**src/rtl/pinrt_pkg.sv**
```systemverilog
package pinrt_pkg;
    localparam int unsigned NPIN   = 8;
    localparam int unsigned SEL_W  = 3;
    localparam int unsigned DATA_W = 8;
    localparam int unsigned ADDR_W = 3;

    typedef enum logic [SEL_W-1:0] {
        RT_NONE    = 3'd0,
        RT_RSVD    = 3'd1,
        RT_CNT0    = 3'd2,
        RT_CNT1    = 3'd3,
        RT_HI_RISE = 3'd4,
        RT_LO_RISE = 3'd5,
        RT_HI_FALL = 3'd6,
        RT_LO_FALL = 3'd7
    } route_e;
endpackage

```
**src/rtl/pinrt_cfg.sv**
```systemverilog
module pinrt_cfg #(
    parameter int unsigned NPIN   = pinrt_pkg::NPIN,
    parameter int unsigned ADDR_W = pinrt_pkg::ADDR_W,
    parameter int unsigned DATA_W = pinrt_pkg::DATA_W
) (
    input  logic                   clk,
    input  logic                   rst_n,
    input  logic                   we,
    input  logic [ADDR_W-1:0]      addr,
    input  logic [DATA_W-1:0]      wdata,
    output logic [NPIN-1:0][2:0]   sel,
    output logic [NPIN-1:0]        dir,
    output logic [DATA_W-1:0]      rdata
);
    localparam int unsigned NREG     = NPIN / 2;
    localparam int unsigned DIR_ADDR = NREG;

    typedef struct packed {
        logic [NPIN-1:0][2:0] sel;
        logic [NPIN-1:0]      dir;
    } cfg_t;

    cfg_t st_d, st_q;

    always_comb begin
        st_d = st_q;
        if (we) begin
            for (int r = 0; r < NREG; r++) begin
                if (addr == ADDR_W'(r)) begin
                    st_d.sel[2*r]   = wdata[2:0];
                    st_d.sel[2*r+1] = wdata[6:4];
                end
            end
            if (addr == ADDR_W'(DIR_ADDR)) begin
                st_d.dir = wdata[NPIN-1:0];
            end
        end
    end

    always_ff @(posedge clk or negedge rst_n) begin
        if (!rst_n) st_q <= '0;
        else        st_q <= st_d;
    end

    always_comb begin
        rdata = '0;
        for (int r = 0; r < NREG; r++) begin
            if (addr == ADDR_W'(r)) begin
                rdata = DATA_W'({1'b0, st_q.sel[2*r+1], 1'b0, st_q.sel[2*r]});
            end
        end
        if (addr == ADDR_W'(DIR_ADDR)) begin
            rdata[NPIN-1:0] = st_q.dir;
        end
    end

    assign sel = st_q.sel;
    assign dir = st_q.dir;
endmodule

```
**src/rtl/pinrt_sync.sv**
```systemverilog
module pinrt_sync #(
    parameter int unsigned NPIN = pinrt_pkg::NPIN
) (
    input  logic            clk,
    input  logic            rst_n,
    input  logic [NPIN-1:0] pin_in,
    output logic [NPIN-1:0] lvl,
    output logic [NPIN-1:0] prev
);
    typedef struct packed {
        logic [NPIN-1:0] s1;
        logic [NPIN-1:0] s2;
        logic [NPIN-1:0] pv;
    } sync_t;

    sync_t st_d, st_q;

    always_comb begin
        st_d.s1 = pin_in;
        st_d.s2 = st_q.s1;
        st_d.pv = st_q.s2;
    end

    always_ff @(posedge clk or negedge rst_n) begin
        if (!rst_n) st_q <= '0;
        else        st_q <= st_d;
    end

    assign lvl  = st_q.s2;
    assign prev = st_q.pv;
endmodule

```
**src/rtl/pinrt_route.sv**
```systemverilog
module pinrt_route
    import pinrt_pkg::*;
#(
    parameter int unsigned NPIN = pinrt_pkg::NPIN
) (
    input  logic [NPIN-1:0][2:0] sel,
    input  logic [NPIN-1:0]      dir,
    input  logic [NPIN-1:0]      lvl,
    input  logic [NPIN-1:0]      prev,
    output logic [NPIN-1:0]      oe,
    output logic                 cnt0,
    output logic                 cnt1,
    output logic                 irq_hi,
    output logic                 irq_lo
);
    logic [NPIN-1:0] hit_c0, hit_c1, hit_hi, hit_lo;

    for (genvar g = 0; g < NPIN; g++) begin : g_pin
        logic rise, fall;
        assign rise      = lvl[g] & ~prev[g];
        assign fall      = ~lvl[g] & prev[g];
        assign hit_c0[g] = (sel[g] == RT_CNT0) & lvl[g];
        assign hit_c1[g] = (sel[g] == RT_CNT1) & lvl[g];
        assign hit_hi[g] = ((sel[g] == RT_HI_RISE) & rise) | ((sel[g] == RT_HI_FALL) & fall);
        assign hit_lo[g] = ((sel[g] == RT_LO_RISE) & rise) | ((sel[g] == RT_LO_FALL) & fall);
        assign oe[g]     = dir[g] & (sel[g] == RT_NONE);
    end

    assign cnt0   = |hit_c0;
    assign cnt1   = |hit_c1;
    assign irq_hi = |hit_hi;
    assign irq_lo = |hit_lo;
endmodule

```
**src/rtl/pinrt_router.sv**
```systemverilog
module pinrt_router #(
    parameter int unsigned NPIN   = pinrt_pkg::NPIN,
    parameter int unsigned ADDR_W = pinrt_pkg::ADDR_W,
    parameter int unsigned DATA_W = pinrt_pkg::DATA_W
) (
    input  logic              clk,
    input  logic              rst_n,
    input  logic              cfg_we,
    input  logic [ADDR_W-1:0] cfg_addr,
    input  logic [DATA_W-1:0] cfg_wdata,
    output logic [DATA_W-1:0] cfg_rdata,
    input  logic [NPIN-1:0]   pin_in,
    output logic [NPIN-1:0]   pin_oe,
    output logic              cnt0_clk,
    output logic              cnt1_clk,
    output logic              irq_hi,
    output logic              irq_lo
);
    logic [NPIN-1:0][2:0] sel;
    logic [NPIN-1:0]      dir;
    logic [NPIN-1:0]      lvl;
    logic [NPIN-1:0]      prev;

    pinrt_cfg #(.NPIN(NPIN), .ADDR_W(ADDR_W), .DATA_W(DATA_W)) u_cfg (
        .clk   (clk),
        .rst_n (rst_n),
        .we    (cfg_we),
        .addr  (cfg_addr),
        .wdata (cfg_wdata),
        .sel   (sel),
        .dir   (dir),
        .rdata (cfg_rdata)
    );

    pinrt_sync #(.NPIN(NPIN)) u_sync (
        .clk    (clk),
        .rst_n  (rst_n),
        .pin_in (pin_in),
        .lvl    (lvl),
        .prev   (prev)
    );

    pinrt_route #(.NPIN(NPIN)) u_route (
        .sel    (sel),
        .dir    (dir),
        .lvl    (lvl),
        .prev   (prev),
        .oe     (pin_oe),
        .cnt0   (cnt0_clk),
        .cnt1   (cnt1_clk),
        .irq_hi (irq_hi),
        .irq_lo (irq_lo)
    );
endmodule

```
**config.mk**
```make
export PLATFORM = sky130hd
export DESIGN_NAME = pinrt_router
export DESIGN_NICKNAME = d
export VERILOG_FILES = /design/src/rtl/pinrt_pkg.sv /design/src/rtl/pinrt_cfg.sv /design/src/rtl/pinrt_sync.sv /design/src/rtl/pinrt_route.sv /design/src/rtl/pinrt_router.sv
export SDC_FILE = /design/constraint.sdc
export NUM_CORES = 1
export LEC_CHECK = 0
export ABC_AREA = 1
export BUFFER_PORTS_ARGS = -buffer_cell sky130_fd_sc_hd__buf_2
export CORE_ASPECT_RATIO = 0.7
export CORE_MARGIN = 10
export CORE_UTILIZATION = 51
export DETAILED_ROUTE_END_ITERATION = 10
export PLACE_DENSITY_LB_ADDON = 0.05
export SYNTH_ARGS = -nofsm -noshare
export SYNTH_HDL_FRONTEND = slang
export SYNTH_HIERARCHICAL = 1
export SYNTH_SLANG_ARGS = --single-unit
```
**constraint.sdc**
```tcl
create_clock -name clk -period 1.45 [get_ports clk]
set_input_delay 0.145 -clock clk [delete_from_list [all_inputs] [get_ports clk]]
set_output_delay 0.145 -clock clk [all_outputs]
set_load 0.05 [all_outputs]
```
Word-level counts from Yosys, hierarchy flattened

Index checks and enable logic that the tools add are counted.

Bits in registers: 56
Bits of input ports: 22
Output and inout port bits: 20
Logic and storage cells: 191

Equal/unequal tests: 52
Mux-type cells: 5
Bitwise logic cells: 104
Reduce and logical (&&, ||, !) cells: 18

Operators with widths:

| operator                                                        | count |
|---|---|
| 3-bit == test, second input constant                            | 33 |
| 1-bit AND                                                       | 72 |
| 3-bit by 2-bit == test with 1-bit output, second input constant | 18 |
| 8-bit OR reduction                                              | 4 |
| 7-bit 2-to-1 mux                                                | 4 |
| 3-bit logical NOT                                               | 9 |
| 1-bit NOT                                                       | 16 |
| 1-bit OR                                                        | 16 |
| 2-bit AND reduction                                             | 5 |
| 8-bit 2-to-1 mux                                                | 1 |
| 3-bit by 1-bit == test with 1-bit output, second input constant | 1 |

Longest topological paths before layout

Gate-level depths: netlist (run 1).

Word-level depth: 6
Gate-level depth with buffers: 9
Mapped depth without buffers: 8

Cells and area by module

The synthesis (run 1) kept the hierarchy.

By module, submodules not included:

| module      | instances | cells an instance | area an instance (sq um) | sequential area each (sq um) |
|---|---|---|---|---|
| pinrt_cfg   | 1         | 180               | 1512.7                   | 800.8 |
| pinrt_route | 1         | 205               | 840.8                    | 0.0 |
| pinrt_sync  | 1         | 32                | 660.6                    | 600.6 |

Worst setup path after synthesis (run 1)

OpenSTA, ideal clock, no wires.

Path type: input to output
Start: input cfg_addr[0]
End: output cfg_rdata[3]
Arrival time: 1.365 ns
Required time: 1.305 ns
Setup slack: -0.060 ns
Stages on the path: 4
Path buffers: 1
Path through: buf_2 -> nor3_4 -> inv_1 -> nor2_1

Cells in the longest elaborated chain, start to end: 5

RTL lines:

| element                                  | RTL line           | RTL |
|---|---|---|
| start: declaration                       | pinrt_router.sv:9  | `input logic [ADDR_W-1:0] cfg_addr,` |
| 3-bit by 1-bit == test with 1-bit output | pinrt_cfg.sv:48    | `if (addr == ADDR_W'(r)) begin` |
| 7-bit 2-to-1 mux (3 in a row)            | pinrt_cfg.sv:48    |  |
| 8-bit 2-to-1 mux *                       | pinrt_cfg.sv:52    | `if (addr == ADDR_W'(DIR_ADDR)) begin` |
| end: declaration                         | pinrt_router.sv:11 | `output logic [DATA_W-1:0] cfg_rdata,` |

Mark *: on every way between the ends. The rest lies on a longest branch, timed or not.

Worst setup path in the final report (run 1)

Start: register u_sync.st_q (netlist bit u_sync/lvl[5])
End: output cnt0_clk

Cells in the longest elaborated chain, start to end: 2

RTL lines:

| element                  | RTL line           | RTL |
|---|---|---|
| start: declaration       | pinrt_sync.sv:16   | `sync_t st_d, st_q;` |
| start signal: assignment | pinrt_sync.sv:26   | `else st_q <= st_d;` |
| 1-bit AND                | pinrt_route.sv:22  | `assign hit_c0[g] = (sel[g] == RT_CNT0) & lvl[g];` |
| 8-bit OR reduction       | pinrt_route.sv:29  | `assign cnt0 = \|hit_c0;` |
| end: declaration         | pinrt_router.sv:14 | `output logic cnt0_clk,` |

Every way passes these cells.

==> metrics.sh, run 1 <==
OUTCOME='finished with violations'
VIOLATED_CHECKS='setup timing'
VIASPERCELL=5.19
CELLLEAKAGEPOWER_nW=1.98
CRITICAL_PATH.SLOWEST_CELL='dfrtp_1'
UTILIZATION_PCT=70.3
SYNTH.CELLS.MOST_FREQUENT='119 x nand2_1, 78 x nor2_1, 56 x dfrtp_1'
GRT.TOTAL_USAGE_PCT=17.3
GRT_FIRST_PASS_WIRELENGTH_UM=13500
CRITICAL_PATH.TOP_DELAY_FAMILY='flip-flops'
CTS_TREE='yes'
HOLD_VIOL_FINAL=0
NUMCLOCKSINKS=56
LAYOUT-DRIVE-GT1-SHARE_PCT=34.2
DETAILED_PLACE.AREA_SQ_UM=3350
DRC_ERRORS=0
MAX_CAP_VIOLATIONS=0
LAYOUT_OVERHEAD_ON_THE_SYNTHESIZED_AREA_PCT=33.6
DRTANTENNAVIOLNETS=0
HOLD_WS_NS=0.0589
GP_ROUTABILITY_CONGESTION=0.928
NUM-NETS-FINAL=510
NETLIST_AREA_SQ_UM=3010
SYNTH_FP_NETS=439
END_KIND='output pin'
CLK_LATENCY_NS=0.30
GRT_ANTENNA_BEFORE_REPAIR=0
CTS_MAX_PATH_BUFFERS=2
BUFFER_PORTS.INSERTED=41
CTS.REPORTEDPATHS.CLKPINSLEW_NS=0.10
TIMING.CRITICAL_PATH.CELLS='buf_6, buf_6, nand3_2, nand2_1, nor2_2, nand4_1, buf_6'
DPL.HPWL_UM=6200
GR-TOTAL-OVERFLOW=0
P_INT_W=0.00313
TIMING.FINAL.SETUP_VIOLATIONS=10
PLACEMENT_ROWS=23
DRT_WL_TOTAL_UM=8490
NUMBER_OF_ENABLE_FLIP_FLOP_CELLS_AFTER_SYNTHESIS=0
FLOORPLAN.INITIALDENSITY_PCT=52.6
MULTI_INPUT_AREA_SQ_UM=1490
CTSHTREEMAXLEVEL=2
YOSYSMOSTFREQUENTCELL='nand2_1'
REPORT.POWER.TOTAL_W=0.00500
POST_SYNTH_MAIN_AREA_CONTRIBUTORS='dfrtp_1 46%, nand2_1 15%, nor2_1 9.7%, nand3_1 7.1%, inv_1 5.0%'
HOLD_CLASS='in2reg'
CORE-AREA_SQ_UM=5730
WORSTMARGINPINSLEW_NS=0.415
CTS_MADE_BUFFERS=5
SYN_AREA_PER_CELL_SQ_UM=7.23
SYNTH-ASYNC-RESET-RATIO_PCT=100
SYNTHDOMINANTCELLAREASHARE_PCT=46.5
TIMING.FINAL.MAX_SLEW_VIOLATIONS=0
SYNTH.YOSYS.WARNINGS=6
FIN_SKEW_NS=0.00443
CPPEAKSTAGEDELAY_NS=0.43
POSTLAYOUTSETUPSLACKWORST_NS=-0.233
P_SW_SHARE_PCT=37.3
SYN_INST=417
DIE-WIDTH_UM=112
PEAK_FREQ_GHz=0.594
CTS_ROOT_BUF='clkbuf_8'
AVGROUTEDWIREPERCELL_UM=15.1
SYNTH_CELL_TYPE_COUNT=22
WORST-ENDPOINT-ARRIVAL_NS=1.54
SYNTH_TOP_AREA_CELL='dfrtp_1'
SYNTHFLOPTYPE='dfrtp_1'
IR_WORST_VDD_V=0.000713
CRIT_PATH_MAX_FANOUT=3
BOUNDARYPINS=42
NET-SWITCHING-POWER_W=0.00186
CRIT_REQUIRED_NS=1.31
YS_SEQ_AREA_SHARE_PCT=46.5
COMBINATIONAL_SHARE_OF_POWER_PCT=35.9
GRT_START_MAX_NET_PINS=44
CELLPOWERDENSITY_nW_PER_UM2=1240
INSERTEDDIODECOUNT=0
FILLCELLCOUNT=457
FINALCRITPERIODSHARE_PCT=116
DIE-AREA_SQ_UM=9430
MIN_PERIOD_NS=1.68
DR.FIRST_ITER.DRC_COUNT=242
UNREPAIRED_SETUP_ENDPOINTS_AFTER_GLOBAL_ROUTING='true'
FF_LATCH_AREA_SQ_UM=1430
CP_COMMON_CELL='buf_6'
WORST-PATH-BUF-INV=3
DRTPASS1ITERATIONS=5
FIN_CELLS=564
SYNTH-SEQ-CELLS=56
POWER.SHARE.SEQUENTIAL_PCT=42.3
ROUTED_VIAS=2928
CLOCK_POWER_SHARE_PCT=21.7
VIAS_IN_THE_FIRST_GLOBAL_ROUTE=2761
POST-PLACE-CELLS=533
CRITICAL_PATH_CLASS='reg2out'
POST-ROUTE-CELL-AREA_SQ_UM=4030
NORMALIZED_MAX_SLEW_MARGIN_PCT=72.3
TIMING.CRITICAL_PATH.FROM_TYPE='register'
DIE_HEIGHT_UM=84.3
-- metal layers --
layer / routed length (um) / track usage (%) / up-vias
met5: 0 / 0 / -
met4: 105 / 3.14 / 0
met3: 702 / 4.12 / 12
met2: 3820 / 26.7 / 120
met1: 3860 / 24.1 / 1340
li1: - / - / 1456
-- power by group through the flow --
| stage | clock network (W) | logic (W) | registers, W |
|---|---|---|---|
| final | 0.00109 | 0.00179 | 0.00212 |
| after CTS | 0.00112 | 0.00159 | 0.00205 |
| after detailed placement | 0 | 0.00136 | 0.00207 |
| after global placement | 0 | 0.00134 | 0.00206 |
| after global routing | 0.00119 | 0.00195 | 0.00215 |
| after floorplan | 0 | 0.000948 | 0.00200 |
-- metrics by stage --
stage	setup slack, ns	TNS (ns)
after floorplan	-0.0599	-0.120
after global placement	0.0353	0
after detailed placement	0.0231	0
after CTS	-0.216	-1.38
after global routing	-0.312	-2.41
final	-0.233	-1.49
-- sequential cells by signal (all words and copies together), names as in the netlist --
name / count
u_cfg/dir: 8
u_cfg/sel: 24
u_sync/lvl: 8
u_sync/prev: 8
u_sync/st_d: 8
-- final timing paths --
kind / from / end / slack [ns] / cells past startpoint
hold / removal: cfg_wdata[7] / u_cfg/dir[7] / 0.06 / 2
hold reg to reg: u_sync/st_d[10] / u_sync/lvl[2] / 0.35 / 0
max in group asynchronous: rst_n / u_cfg/sel[11] / 0.61 / 3
setup / recovery: u_sync/lvl[5] / cnt0_clk / -0.23 / 7
min in group asynchronous: rst_n / u_sync/lvl[1] / 0.28 / 2
setup reg to reg: u_cfg/sel[5] / u_cfg/sel[5] / 0.46 / 4
-- layout make-up --
class | instances | area share, %
inverters | 46 | 4.35
clock inverters | 1 | 0.746
multi-input cells | 300 | 37.1
well taps | 75 | 2.33
flip-flops and latches | 56 | 35.5
clock buffers | 7 | 2.39
repair buffers | 79 | 17.6
-- cells by family (layout without fill, tap and decap cells) --
| group | after synthesis | count (layout) | share of synthesized area, % |
|---|---|---|---|
| simple gates | 266 | 266 | 37.9 |
| compound gates | 34 | 34 | 6.56 |
| buf+inv | 61 | 133 | 9.05 |
| flops | 56 | 56 | 46.5 |
-- placed cells by master (no fill, tap or decap), types with 3 or more instances in the layout --
cell type	netlist	layout
o21ai_2	6	6
buf_6	1	32
dlygate4sd3_1	0	9
inv_2	5	12
clkbuf_8	0	7
dfrtp_1	56	34
nand4_1	12	12
nor2_4	0	7
inv_1	40	33
nand3_2	0	11
nand3_1	43	32
nor2_1	78	56
nor2_2	8	23
o21ai_0	26	24
buf_2	3	23
nand2_1	119	117
nand2_2	1	3
dfrtp_2	0	22
buf_4	8	12
-- timing repair --
item / in CTS / in global routing
buffers inserted: 7 / 9
endpoints found under the hold margin: 21 / 0
resized for setup: 61 / 66
hold buffers: 9 / 0
pin swaps: 14 / 31
endpoints found under the setup margin: 18 / 18
gates cloned: 0 / 0
(Power assumes the default switching activity.)
==> run 2, diff against run 1 <==
==> constraint.sdc (replaced) <==
create_clock -name clk -period 2.1 [get_ports clk]
set_input_delay 0.21 -clock clk [delete_from_list [all_inputs] [get_ports clk]]
set_output_delay 0.21 -clock clk [all_outputs]
set_load 0.05 [all_outputs]
==> run 2 against run 1 <==
  * The run now ends clean
  * Sequential power decreased by 32%
  * First-iteration DRC count decreased by 19%
  * Clock-buffer cell count shrank 2
  * Cell count decreased by 5.0%
==> metrics.sh, run 2 (synthesized netlist as in run 1, its figures left out) <==
OUTCOME='finished clean'  # was finished with violations
DPL.HPWL_UM=5880  # was 6200 um
DETAILED_PLACE.AREA_SQ_UM=3230  # was 3350 sq um
POSTCTSSETUPBUFFERS=0  # was 7
IR_WORST_VDD_V=0.000540  # was 0.000713 V
DRC_ERRORS=0  # unchanged
GR-TOTAL-OVERFLOW=0  # unchanged
TIMING.HOLD.WORST_PATH_DEPTH=1  # was 2
GRT_START_MAX_NET_PINS=31  # was 44
CELLPOWERDENSITY_nW_PER_UM2=876  # was 1240 nW/um^2
BUFFER_PORTS.INSERTED=41  # unchanged
POST-PLACE-WS_NS=0.533  # was 0.0231 ns
SETUP_SLACK_ON_THE_WORST_FLOP_TO_FLOP_PATH_NS=1.29  # was 0.46 ns
NUMCLOCKSINKS=56  # unchanged
ENDPOINT='irq_hi'  # was cnt0_clk
REPORT.POWER.TOTAL_W=0.00300  # was 0.00500 W
LAYOUT.CELLS.MOST_COMMON_LIST='119 x nand2_1, 78 x nor2_1, 56 x dfrtp_1'  # was 117 x nand2_1, 56 x nor2_1, 34 x dfrtp_1
BOUNDARYPINS=42  # unchanged
FINALCRITPERIODSHARE_PCT=89.4
VIASPERCELL=5.06  # was 5.19
DRTANTENNAVIOLNETS=0  # unchanged
CRIT_PATH_MAX_FANOUT=7  # was 3
GRT_FIRST_PASS_WIRELENGTH_UM=12500  # was 13500 um
POST-PLACE-CELLS=520  # was 533
NORMALIZED_MAX_SLEW_MARGIN_PCT=56.6  # was 72.3%
HOLD_VIOL_FINAL=0  # unchanged
DIE-WIDTH_UM=112  # unchanged
CLK_LATENCY_NS=0.31  # was 0.30 ns
WORST_SETUP_PATH_STARTPOINT='u_cfg/sel[6]'  # was u_sync/lvl[5]
CORE-AREA_SQ_UM=5730  # unchanged
WORST_R2R_ENDPOINT='u_cfg/sel[12]'  # was u_cfg/sel[5]
LARGEST_REGISTER_FFS=24  # unchanged
VIAS_IN_THE_FIRST_GLOBAL_ROUTE=2479  # was 2761
WORST_R2R_PATH_DEPTH=2  # was 4
MIN_PERIOD_NS=1.88
TIMING.FINAL.SETUP_VIOLATIONS=0  # was 10
UNREPAIRED_SETUP_ENDPOINTS_AFTER_GLOBAL_ROUTING='false'  # was true
CTS_MADE_BUFFERS=5  # unchanged
TIMING.FINAL.MAX_SLEW_VIOLATIONS=0  # unchanged
CRITICAL_PATH_CLASS='reg2out'  # unchanged
FIN_CELLS=536  # was 564
CELLLEAKAGEPOWER_nW=1.79  # was 1.98 nW
ROUTED_VIAS=2713  # was 2928
CTS_MAX_PATH_BUFFERS=2  # unchanged
LAYOUT.CELLS.MOST_COMMON='nand2_1'  # unchanged
GRT_ANTENNA_BEFORE_REPAIR=0  # unchanged
LAYOUT_OVERHEAD_ON_THE_SYNTHESIZED_AREA_PCT=13.5  # was 33.6%
GP_ROUTABILITY_CONGESTION=0.908  # was 0.928
NUM-NETS-FINAL=482  # was 510
DRTPASS1ITERATIONS=7  # was 5
WORSTMARGINPINSLEW_NS=0.651  # was 0.415 ns
WORST-ENDPOINT-ARRIVAL_NS=1.67  # was 1.54 ns
CTSHTREEMAXLEVEL=2  # unchanged
DR.FIRST_ITER.DRC_COUNT=197  # was 242
FIN_SKEW_NS=0.00200  # was 0.00443 ns
MAX_CAP_VIOLATIONS=0  # unchanged
LAYOUT-DRIVE-GT1-SHARE_PCT=16.3  # was 34.2%
PLACEMENT_ROWS=23  # unchanged
CRIT_REQUIRED_NS=1.89  # was 1.31 ns
GRT.TOTAL_USAGE_PCT=16.1  # was 17.3%
CTS_REPAIR_RESIZE_COUNT=0  # was 61
AVGROUTEDWIREPERCELL_UM=14.4  # was 15.1 um
CTS.REPORTEDPATHS.CLKPINSLEW_NS=0.10  # about the same
CRIT-REG2REG-LAUNCH='u_cfg/sel[12]'  # was u_cfg/sel[5]
DIE-AREA_SQ_UM=9430  # unchanged
INSERTEDDIODECOUNT=0  # unchanged
POST-ROUTE-CELL-AREA_SQ_UM=3420  # was 4030 sq um
CTS_HOLD_BUF=8  # was 9
DRT_WL_TOTAL_UM=7730  # was 8490 um
CTS_TREE='yes'  # unchanged
HOLD_CLASS='in2reg'  # unchanged
END_KIND='output pin'  # unchanged
FLOORPLAN.INITIALDENSITY_PCT=52.6  # unchanged
TIMING.SETUP.TNS_NS=0  # was -1.49 ns
CTS_ROOT_BUF='clkbuf_8'  # unchanged
PEAK_FREQ_GHz=0.533
TIMING.CRITICAL_PATH.FROM_TYPE='register'  # unchanged
DIE_HEIGHT_UM=84.3  # unchanged
POSTLAYOUTSETUPSLACKWORST_NS=0.223  # was -0.233 ns
[run 2: cell count changes in the layout (fill, tap and decap cells not counted), moves of 10 or more]
cell	previous run	this run
nor2_1	56	78
nand3_2	11	0
buf_6	32	0
nand3_1	32	43
buf_2	23	41
dfrtp_2	22	0
nor2_2	23	8
dfrtp_1	34	56
buf_4	12	2
[run 2: cell type report]
cell class                      count  area, sq um
Sequential cell                    56         1400
Timing Repair Buffer               51          300
Inverter                           46          175
Fill cell                         546         2300
Multi-Input combinational cell    300         1340
Clock buffer                        5         68.8
Tap cell                           75         93.8
Clock inverter                      3         42.5
[run 2: critical path: stages, from the launching register on]
cell and delay, ns:
dfrtp_1 0.48, nor2_1 0.20, nand2_1 0.08, nand2_1 0.07, nand2_1 0.07, nand2_1 0.08
nor2_1 0.06, nand2_1 0.06, buf_2 0.25
[run 2: metrics by stage]
| step | hold WS (ns) | util [%] |
|---|---|---|
| after floorplan | -0.0856 | - |
| after global placement | 0.279 | 56.4 |
| after detailed placement | 0.277 | 56.4 |
| after CTS | 0.00314 | 59.8 |
| after global routing | 0.00158 | 59.8 |
| final | 0.00930 | 59.8 |
[run 2: power by group]
group          switching (W)  internal [W]  leakage (nW)  total, W
combinational       0.000606      0.000246          1.06  0.000852
sequential          0.000223       0.00122         0.678   0.00144
clock               0.000355      0.000353        0.0541  0.000709
[run 2: worst min path at each step]
stage / from / to
floorplan: rst_n / u_cfg/dir[0]
finish: pin_in[3] / u_sync/st_d[11]
CTS: pin_in[3] / u_sync/st_d[11]
global placement: rst_n / u_sync/st_d[9]
global route: pin_in[3] / u_sync/st_d[11]
detailed placement: rst_n / u_sync/st_d[8]
[run 2: metal layers]
metal / share of wire [%] / global-route usage, %
met2: 43 / 23.4
met1: 51 / 23.8
met4: 0.63 / 3.14
met3: 5.5 / 3.70
met5: 0 / 0
